<file path="src/rtl/vca_pkg.sv">
package vca_pkg;
  localparam int WAYS = 2;

  typedef enum logic {
    KIND_CASTOUT = 1'b0,
    KIND_IRELOAD = 1'b1
  } reqKindT;

  // Strobes from control into the tag datapath
  typedef struct packed {
    logic hit;       // lookup hit while enabled
    logic tagWr;     // write tag entry
    logic dataWr;    // second-level data write
    logic allocate;  // use victim way and flip replacement bit
    logic newMod;    // modified bit to store
    logic passOut;   // forward request address to system side
    logic evictWb;   // write back dirty victim
  } ctrlStrobesT;
endpackage

</file>
<file path="src/rtl/vca_ctrl.sv">
module vca_ctrl
  import vca_pkg::*;
(
  input  logic        reqValid,
  input  reqKindT     reqKind,
  input  logic        reqModified,
  input  logic        reqAllocOk,
  input  logic        l2Enable,
  input  logic        hitAny,
  input  logic        victimDirty,
  output ctrlStrobesT strobes
);
  logic isCastout;
  logic lookupOn;
  logic missAlloc;
  logic castHit;

  always_comb begin
    isCastout = (reqKind == KIND_CASTOUT);
    lookupOn  = reqValid && l2Enable;
    missAlloc = lookupOn && !hitAny && reqAllocOk;
    castHit   = lookupOn && hitAny && isCastout;

    strobes          = '0;
    strobes.hit      = lookupOn && hitAny;
    strobes.allocate = missAlloc;
    strobes.tagWr    = missAlloc || castHit;
    strobes.dataWr   = missAlloc || castHit;
    strobes.newMod   = isCastout ? reqModified : 1'b0;
    strobes.passOut  = reqValid && isCastout && reqModified &&
                       (!l2Enable || (!hitAny && !reqAllocOk));
    strobes.evictWb  = missAlloc && victimDirty;
  end
endmodule

</file>
<file path="src/rtl/vca_tag_store.sv">
module vca_tag_store
  import vca_pkg::*;
#(
  parameter int SETS   = 16,
  parameter int ADDR_W = 16
) (
  input  logic              clk,
  input  logic              rstN,
  input  logic              reqValid,
  input  logic [ADDR_W-1:0] reqAddr,
  input  ctrlStrobesT       strobes,
  output logic              hitAny,
  output logic              victimDirty,
  output logic              outValid,
  output logic              outHit,
  output logic              outWay,
  output logic              outTagWrite,
  output logic              outDataWrite,
  output logic              sysReqValid,
  output logic [ADDR_W-1:0] sysReqAddr
);
  localparam int SET_W = $clog2(SETS);
  localparam int TAG_W = ADDR_W - SET_W;

  logic [SETS-1:0]  validQ [WAYS];
  logic [SETS-1:0]  modQ   [WAYS];
  logic [TAG_W-1:0] tagQ   [WAYS][SETS];
  logic [SETS-1:0]  fifoQ;

  logic [SET_W-1:0]  setIdx;
  logic [TAG_W-1:0]  reqTag;
  logic [WAYS-1:0]   hitVec;
  logic              hitWay;
  logic              victimWay;
  logic              wrWay;
  logic [ADDR_W-1:0] victimAddr;

  assign setIdx = reqAddr[SET_W-1:0];
  assign reqTag = reqAddr[ADDR_W-1:SET_W];

  for (genvar w = 0; w < WAYS; w++) begin : gWayCmp
    assign hitVec[w] = validQ[w][setIdx] && (tagQ[w][setIdx] == reqTag);
  end

  assign hitAny      = |hitVec;
  assign hitWay      = hitVec[1];
  assign victimWay   = fifoQ[setIdx];
  assign victimDirty = validQ[victimWay][setIdx] && modQ[victimWay][setIdx];
  assign victimAddr  = {tagQ[victimWay][setIdx], setIdx};
  assign wrWay       = strobes.allocate ? victimWay : hitWay;

  always_ff @(posedge clk) begin
    if (!rstN) begin
      for (int w = 0; w < WAYS; w++) begin
        validQ[w] <= '0;
        modQ[w]   <= '0;
        for (int s = 0; s < SETS; s++) tagQ[w][s] <= '0;
      end
      fifoQ <= '0;
    end else if (strobes.tagWr) begin
      validQ[wrWay][setIdx] <= 1'b1;
      modQ[wrWay][setIdx]   <= strobes.newMod;
      tagQ[wrWay][setIdx]   <= reqTag;
      if (strobes.allocate) fifoQ[setIdx] <= ~fifoQ[setIdx];
    end
  end

  always_ff @(posedge clk) begin
    if (!rstN) begin
      outValid     <= 1'b0;
      outHit       <= 1'b0;
      outWay       <= 1'b0;
      outTagWrite  <= 1'b0;
      outDataWrite <= 1'b0;
      sysReqValid  <= 1'b0;
      sysReqAddr   <= '0;
    end else begin
      outValid     <= reqValid;
      outHit       <= strobes.hit;
      outWay       <= (strobes.tagWr || strobes.hit) ? wrWay : 1'b0;
      outTagWrite  <= strobes.tagWr;
      outDataWrite <= strobes.dataWr;
      sysReqValid  <= strobes.passOut || strobes.evictWb;
      sysReqAddr   <= strobes.evictWb ? victimAddr :
                      (strobes.passOut ? reqAddr : '0);
    end
  end
endmodule

</file>
<file path="src/rtl/vca_top.sv">
module vca_top
  import vca_pkg::*;
#(
  parameter int SETS   = 16,
  parameter int ADDR_W = 16
) (
  input  logic              clk,
  input  logic              rstN,
  input  logic              reqValid,
  input  logic              reqKind,
  input  logic [ADDR_W-1:0] reqAddr,
  input  logic              reqModified,
  input  logic              reqAllocOk,
  input  logic              l2Enable,
  output logic              outValid,
  output logic              outHit,
  output logic              outWay,
  output logic              outTagWrite,
  output logic              outDataWrite,
  output logic              sysReqValid,
  output logic [ADDR_W-1:0] sysReqAddr
);
  ctrlStrobesT strobes;
  logic        hitAny;
  logic        victimDirty;

  vca_ctrl uCtrl (
    .reqValid    (reqValid),
    .reqKind     (reqKindT'(reqKind)),
    .reqModified (reqModified),
    .reqAllocOk  (reqAllocOk),
    .l2Enable    (l2Enable),
    .hitAny      (hitAny),
    .victimDirty (victimDirty),
    .strobes     (strobes)
  );

  vca_tag_store #(.SETS(SETS), .ADDR_W(ADDR_W)) uStore (
    .clk          (clk),
    .rstN         (rstN),
    .reqValid     (reqValid),
    .reqAddr      (reqAddr),
    .strobes      (strobes),
    .hitAny       (hitAny),
    .victimDirty  (victimDirty),
    .outValid     (outValid),
    .outHit       (outHit),
    .outWay       (outWay),
    .outTagWrite  (outTagWrite),
    .outDataWrite (outDataWrite),
    .sysReqValid  (sysReqValid),
    .sysReqAddr   (sysReqAddr)
  );
endmodule

</file>
<file path="config.mk">
export PLATFORM = sky130hd
export DESIGN_NAME = vca_top
export DESIGN_NICKNAME = d
export VERILOG_FILES = /design/src/rtl/vca_pkg.sv /design/src/rtl/vca_ctrl.sv /design/src/rtl/vca_tag_store.sv /design/src/rtl/vca_top.sv
export SDC_FILE = /design/constraint.sdc
export NUM_CORES = 1
export LEC_CHECK = 0
export ABC_AREA = 1
export CORE_MARGIN = 8
export CORE_UTILIZATION = 60
export CTS_CLUSTER_DIAMETER = 100
export DETAILED_ROUTE_END_ITERATION = 12
export DONT_BUFFER_PORTS = 1
export HOLD_SLACK_MARGIN = 0.03
export MAX_ROUTING_LAYER = met4
export PLACE_DENSITY = 0.76
export SYNTH_ARGS = -nofsm -noshare
export SYNTH_HDL_FRONTEND = slang
export SYNTH_SLANG_ARGS = --single-unit
export TNS_END_PERCENT = 1
</file>
<file path="constraint.sdc">
create_clock -name clk -period 9.27 [get_ports clk]
set_input_delay 0.927 -clock clk [delete_from_list [all_inputs] [get_ports clk]]
set_output_delay 0.927 -clock clk [all_outputs]
set_load 0.02 [all_outputs]
</file>
# Word level (Yosys, flattened, before mapping)
# Memories as Yosys holds them, arrays and structs flattened.
# Cells that the tools add are included.
# classes
order_cmp	4
reduce_logical	28
n_eq_ne	2
mux	42
bitwise_logic	3
# ops
cell	n
192-bit two-way mux	3
192-bit OR reduction	1
12-bit binary-select mux with 4-bit select	3
16-bit two-way mux	7
12-bit two-way mux	7
12-bit demux with 4-bit select	1
16-bit OR reduction	2
12-bit equality test	2
1-bit binary-select mux with 4-bit select	5
16-bit bitwise mux	1
1-bit logical AND	15
1-bit two-way mux	14
5-bit >= comparator, second input constant	1
4-bit by 5-bit less-than comparator with 1-bit output, second input constant	1
5-bit by 1-bit less-than comparator with 1-bit output, second input constant	1
4-bit NOT with 5-bit output	1
1-bit demux with 4-bit select	1
4-bit by 1-bit >= comparator with 1-bit output, second input constant	1
1-bit logical OR	4
2-bit AND reduction	2
1-bit logical NOT	3
1-bit NOT	2
2-bit OR reduction	1
# word_totals
output_inout_bits	22
ff_bits	37
ram_bits	448
memories	3
# mem_list
memory	depth	word_bits	rd	rd_clocked_by_memory_dff	write_ports	line	rtl
uStore.tagQ	2	192	3	0	2	vca_tag_store.sv:27	logic [TAG_W-1:0] tagQ [WAYS][SETS];
uStore.modQ	2	16	1	0	2	vca_tag_store.sv:26	logic [SETS-1:0] modQ [WAYS];
uStore.validQ	2	16	3	0	2	vca_tag_store.sv:25	logic [SETS-1:0] validQ [WAYS];

# Longest topological paths before layout
# depth
word_depth	16
depth_mapped	24
mapped_depth_nobuf	20

# Hierarchy
# From an unflattened synthesis, not the netlist that was laid out.
# unflattened
hier_cells	2369
hier_area_um2	21800.9
# modules_own_cells
module	instances	cells_each	area_per_inst_um2
vca_tag_store	1	2346	21687.0
vca_ctrl	1	23	113.9

# Worst setup path after synthesis
# Ideal clock, no wire load.
# synth_timing
path_type	input to register
from	input port reqAddr[1]
to	memory uStore.tagQ[0][108] (netlist bit), enable pin
setup_time_ps	350
slack_ps	5532
t_arrival_ps	3388
stages	19
cell_sequence	buf_2 -> nand2_1 -> inv_2 -> buf_2 -> nand2_1 -> nand2_1 -> o21ai_0 -> nand2_1 -> nor2_1 -> nand2_1 -> nand2_1 -> nand3_1 -> nor2_1 -> nand2_2 -> a31oi_4 -> buf_8 -> nand3_4 -> buf_2 -> nand2_1
# synth_rtl
item	line	rtl
from (decl)	vca_top.sv:11	input logic [ADDR_W-1:0] reqAddr,
to (decl)	vca_tag_store.sv:27	

==> PnR_summary.wiki <==
{| class="wikitable"
! Metric !! Value
|-
| Sequential share of power || 0.528
|-
| Leading area contributor after synthesis || sky130_fd_sc_hd__edfxtp_1
|-
| Part of the total power dissipated in combinational logic || 0.075
|-
| Cell Int Power || 3.60 mW
|-
| Required time reported for the critical path endpoint || 9.49 ns
|-
| Initial DRC count || 2,253
|-
| Clock-pin transition on the worst setup and hold timing paths || 0.06 ns
|-
| Max-capacitance violation count || 0
|-
| Max Clk Rate || 154 MHz
|-
| Worst min-delay path category || primary input to flip-flop
|-
| Setup violation total in the final timing report || 0
|-
| Die X || 209 um
|-
| Worst Path Class, Setup || primary input to flip-flop
|-
| Post-synthesis instance area || 0.0222 sq mm
|-
| Final-report max-slew violation count || 0
|-
| Total routing resource utilization after global routing || 0.295
|-
| Highest-delay cell along the critical path || sky130_fd_sc_hd__nand3_1
|-
| Crit start category || primary input
|-
| CP Cell Sequence || inv_4 -> buf_4 -> nand2_1 -> nand2_1 -> nand2_1 -> nand2_1 -> nand2_1 -> nand2_1 -> nor2_1 -> nand2_1 -> nand2_1 -> nor2_1 -> nand2_1 -> nor2_1 -> nand2_1 -> nand2_1 -> nand3_1 -> nand2_2 -> nand3_1 -> nand2_1
|-
| First-pass GRT wire length || 96,800 um
|-
| Setup repair bufs after CTS || 0
|-
| Via count of the first global-routing pass || 16,908
|-
| DRC violation count after routing || 0
|-
| IO Pins || 45
|-
| Average wire per cell in the routed design || 21.3 um
|-
| Total number of H-tree levels || 2
|-
| Final setup skew || 0.0229 ns
|-
| TritonCTS Buffers || 49
|-
| Detailed placement HPWL || 39,000 um
|-
| Via Count || 17,415
|-
| Proportion of netlist area held by the largest area contributor || 0.562
|-
| Data arrival time of the critical path || 6.70 ns
|-
| Type of destination of the critical path || flip-flop
|-
| Share of total power in the clock network || 0.397
|-
| Total die area || 0.0435 sq mm
|-
| Number of antenna violations at the first check in global routing || 2
|-
| Post-detailed-routing wire length || 62,800 um
|-
| Switching part of the total power || 0.240
|-
| Count of port buffers added during placement || 0
|-
| Setup repair after global routing missed its margin || false
|-
| Count of distinct cell types in the synthesized netlist || 25
|-
| Number of gates given a new drive strength after cts || 0
|-
| Layout net count || 2,462
|-
| Worst setup slack after placement || 2.35 ns
|-
| Maximum cell stage delay along the critical path || 0.99 ns
|-
| Overflow left after global routing || 0
|-
| Syn Area/Cell || 8.81 sq um
|-
| Status || completed
|-
| Hold Fails Final Rpt || 0
|-
| Number of standard cells after synthesis || 2,524
|-
| First-pass detailed-route iteration total || 6
|-
| Leading cell type in the layout, fill and taps excluded || sky130_fd_sc_hd__nand2_1
|-
| Final critical-path share of the clock period || 0.699
|-
| Post-route minimum period || 6.48 ns
|-
| Floorplan die height || 209 um
|-
| Fin util || 0.650
|-
| Accumulated negative setup slack || 0 ns
|-
| Antenna Violating Nets Remaining || 0
|-
| Actual transition at the worst max-transition pin || 1.19 ns
|-
| Clock tree from TritonCTS || yes
|-
| Largest net degree at the start of global routing || 169
|-
| Critical path fanouts, max || 168
|-
| Relative max-transition margin || 0.201
|-
| PnR worst setup slack || 2.79 ns
|-
| Static Leak || 10.0 nW
|-
| CTS Hold Bufs || 0
|-
| Initial cell density of the core || 0.609
|-
| Number of clock sinks || 485
|-
| Core box area || 0.0365 sq mm
|-
| Cell types occupying the most area after synthesis || sky130_fd_sc_hd__edfxtp_1 (56%), sky130_fd_sc_hd__nand2_1 (21%), sky130_fd_sc_hd__dfxtp_1 (6.2%)
|-
| Fraction of final layout cells with drive strength greater than 1 || 0.0472
|-
| Most frequent cell on the critical path || sky130_fd_sc_hd__nand2_1
|-
| Warning count from the yosys run || 0
|-
| Syn nets || 2,547
|-
| CTS Buffer Depth || 3
|-
| Switching power total || 1.14 mW
|-
| Vias per inst || 5.91
|-
| Post-synthesis register bit count || 485
|-
| Flop2flop setup slack || 4.22 ns
|-
| Area delta synth->final || 6.84%
|-
| CTS root buffer || sky130_fd_sc_hd__clkbuf_16
|-
| Max VDD drop || 175 uV
|-
| RD Place Congestion || 0.969
|-
| Latest clock arrival within the worst-skew pair || 0.60 ns
|-
| Power Density || 200 mW/mm^2
|-
| Top library cells by usage in the layout, fill and taps aside || sky130_fd_sc_hd__nand2_1 (1,262), sky130_fd_sc_hd__edfxtp_1 (416), sky130_fd_sc_hd__nor2_1 (307)
|-
| Cell Rows || 70
|-
| Sequential area share after synthesis || 0.624
|}
cell families (layout without fill, tap and decap cells):
group           after synthesis  after routing  share of synthesized area
other cells                   0              2                          0
buf+inv                     201            155                     0.0420
simple gates               1753           1753                      0.314
compound gates               85             85                     0.0202
flops                       485            485                      0.624
layer usage:
layer / share of wire / global-route usage / up-vias
li1: - / - / 7982
met1: 0.38 / 0.369 / 8212
met2: 0.47 / 0.457 / 1013
met3: 0.11 / 0.0591 / 208
met4: 0.047 / 0.145 / 0
met5: 0 / - / -
final cells by class:
cell class,instances,area [sq um]
tap,468,586
clock inverter,21,126
fill,2942,12800
timing repair buffer,22,165
sequential,485,13900
multi-input combinational,1838,7450
inverter,43,165
clock buffer,69,1390
antenna,2,5.00
worst max-delay path, delay by kind of cell:
kind,cells,cell delay (ns)
buffers and inverters,2,1.29
AND/OR/NAND/NOR,18,4.31
state kept, by name, summed over array words and instances (netlist names):
signal	cells
uStore.fifoQ	16
uStore.modQ	32
uStore.outHit	1
uStore.outTagWrite	1
uStore.outValid	1
uStore.outWay	1
uStore.sysReqAddr	16
uStore.sysReqValid	1
uStore.tagQ	384
uStore.validQ	32
cell usage after synthesis:
master	count
sky130_fd_sc_hd__a21boi_0	1
sky130_fd_sc_hd__a21oi_1	42
sky130_fd_sc_hd__a31oi_4	1
sky130_fd_sc_hd__buf_1	7
sky130_fd_sc_hd__buf_2	76
sky130_fd_sc_hd__buf_4	15
sky130_fd_sc_hd__buf_6	2
sky130_fd_sc_hd__buf_8	1
sky130_fd_sc_hd__clkbuf_1	57
sky130_fd_sc_hd__clkinv_1	3
sky130_fd_sc_hd__dfxtp_1	69
sky130_fd_sc_hd__edfxtp_1	416
sky130_fd_sc_hd__inv_1	35
sky130_fd_sc_hd__inv_2	4
sky130_fd_sc_hd__inv_4	1
sky130_fd_sc_hd__nand2_1	1262
sky130_fd_sc_hd__nand2_2	3
sky130_fd_sc_hd__nand3_1	151
sky130_fd_sc_hd__nand3_4	12
sky130_fd_sc_hd__nand4_1	12
sky130_fd_sc_hd__nor2_1	310
sky130_fd_sc_hd__nor2_2	3
sky130_fd_sc_hd__o211ai_1	2
sky130_fd_sc_hd__o21ai_0	35
sky130_fd_sc_hd__o21ai_1	4
final timing paths:
kind                                          from             endpoint  depth (start not counted)
worst max-delay path                    reqAddr[0]  uStore.tagQ[0][155]                         20
worst min-delay path                      reqValid      uStore.outValid                          2
worst max register to register  uStore.tagQ[1][14]  uStore.tagQ[0][155]                         17
worst min register to register     uStore.fifoQ[0]      uStore.fifoQ[0]                          2
through the flow:
step | hold WS (ns) | cells | cell area, sq um | power [mW]
final | 0.433 | 2948 | 23800 | 4.74
after CTS | 0.418 | 2946 | 23800 | 4.75
after detailed placement | 0.452 | 2856 | 22200 | 2.89
after global placement | 0.446 | 2856 | 22200 | 2.88
after global routing | 0.430 | 2948 | 23800 | 4.88
after floorplan | 0.436 | 2524 | 22200 | 2.80
power by group through the flow:
stage	combinational [mW]	sequential, mW	clock, mW
floorplan	0.260	2.54	0
global placement	0.340	2.55	0
detailed placement	0.345	2.55	0
CTS	0.348	2.50	1.89
global route	0.388	2.51	1.98
finish	0.354	2.50	1.89
(Power assumes the default switching activity.)
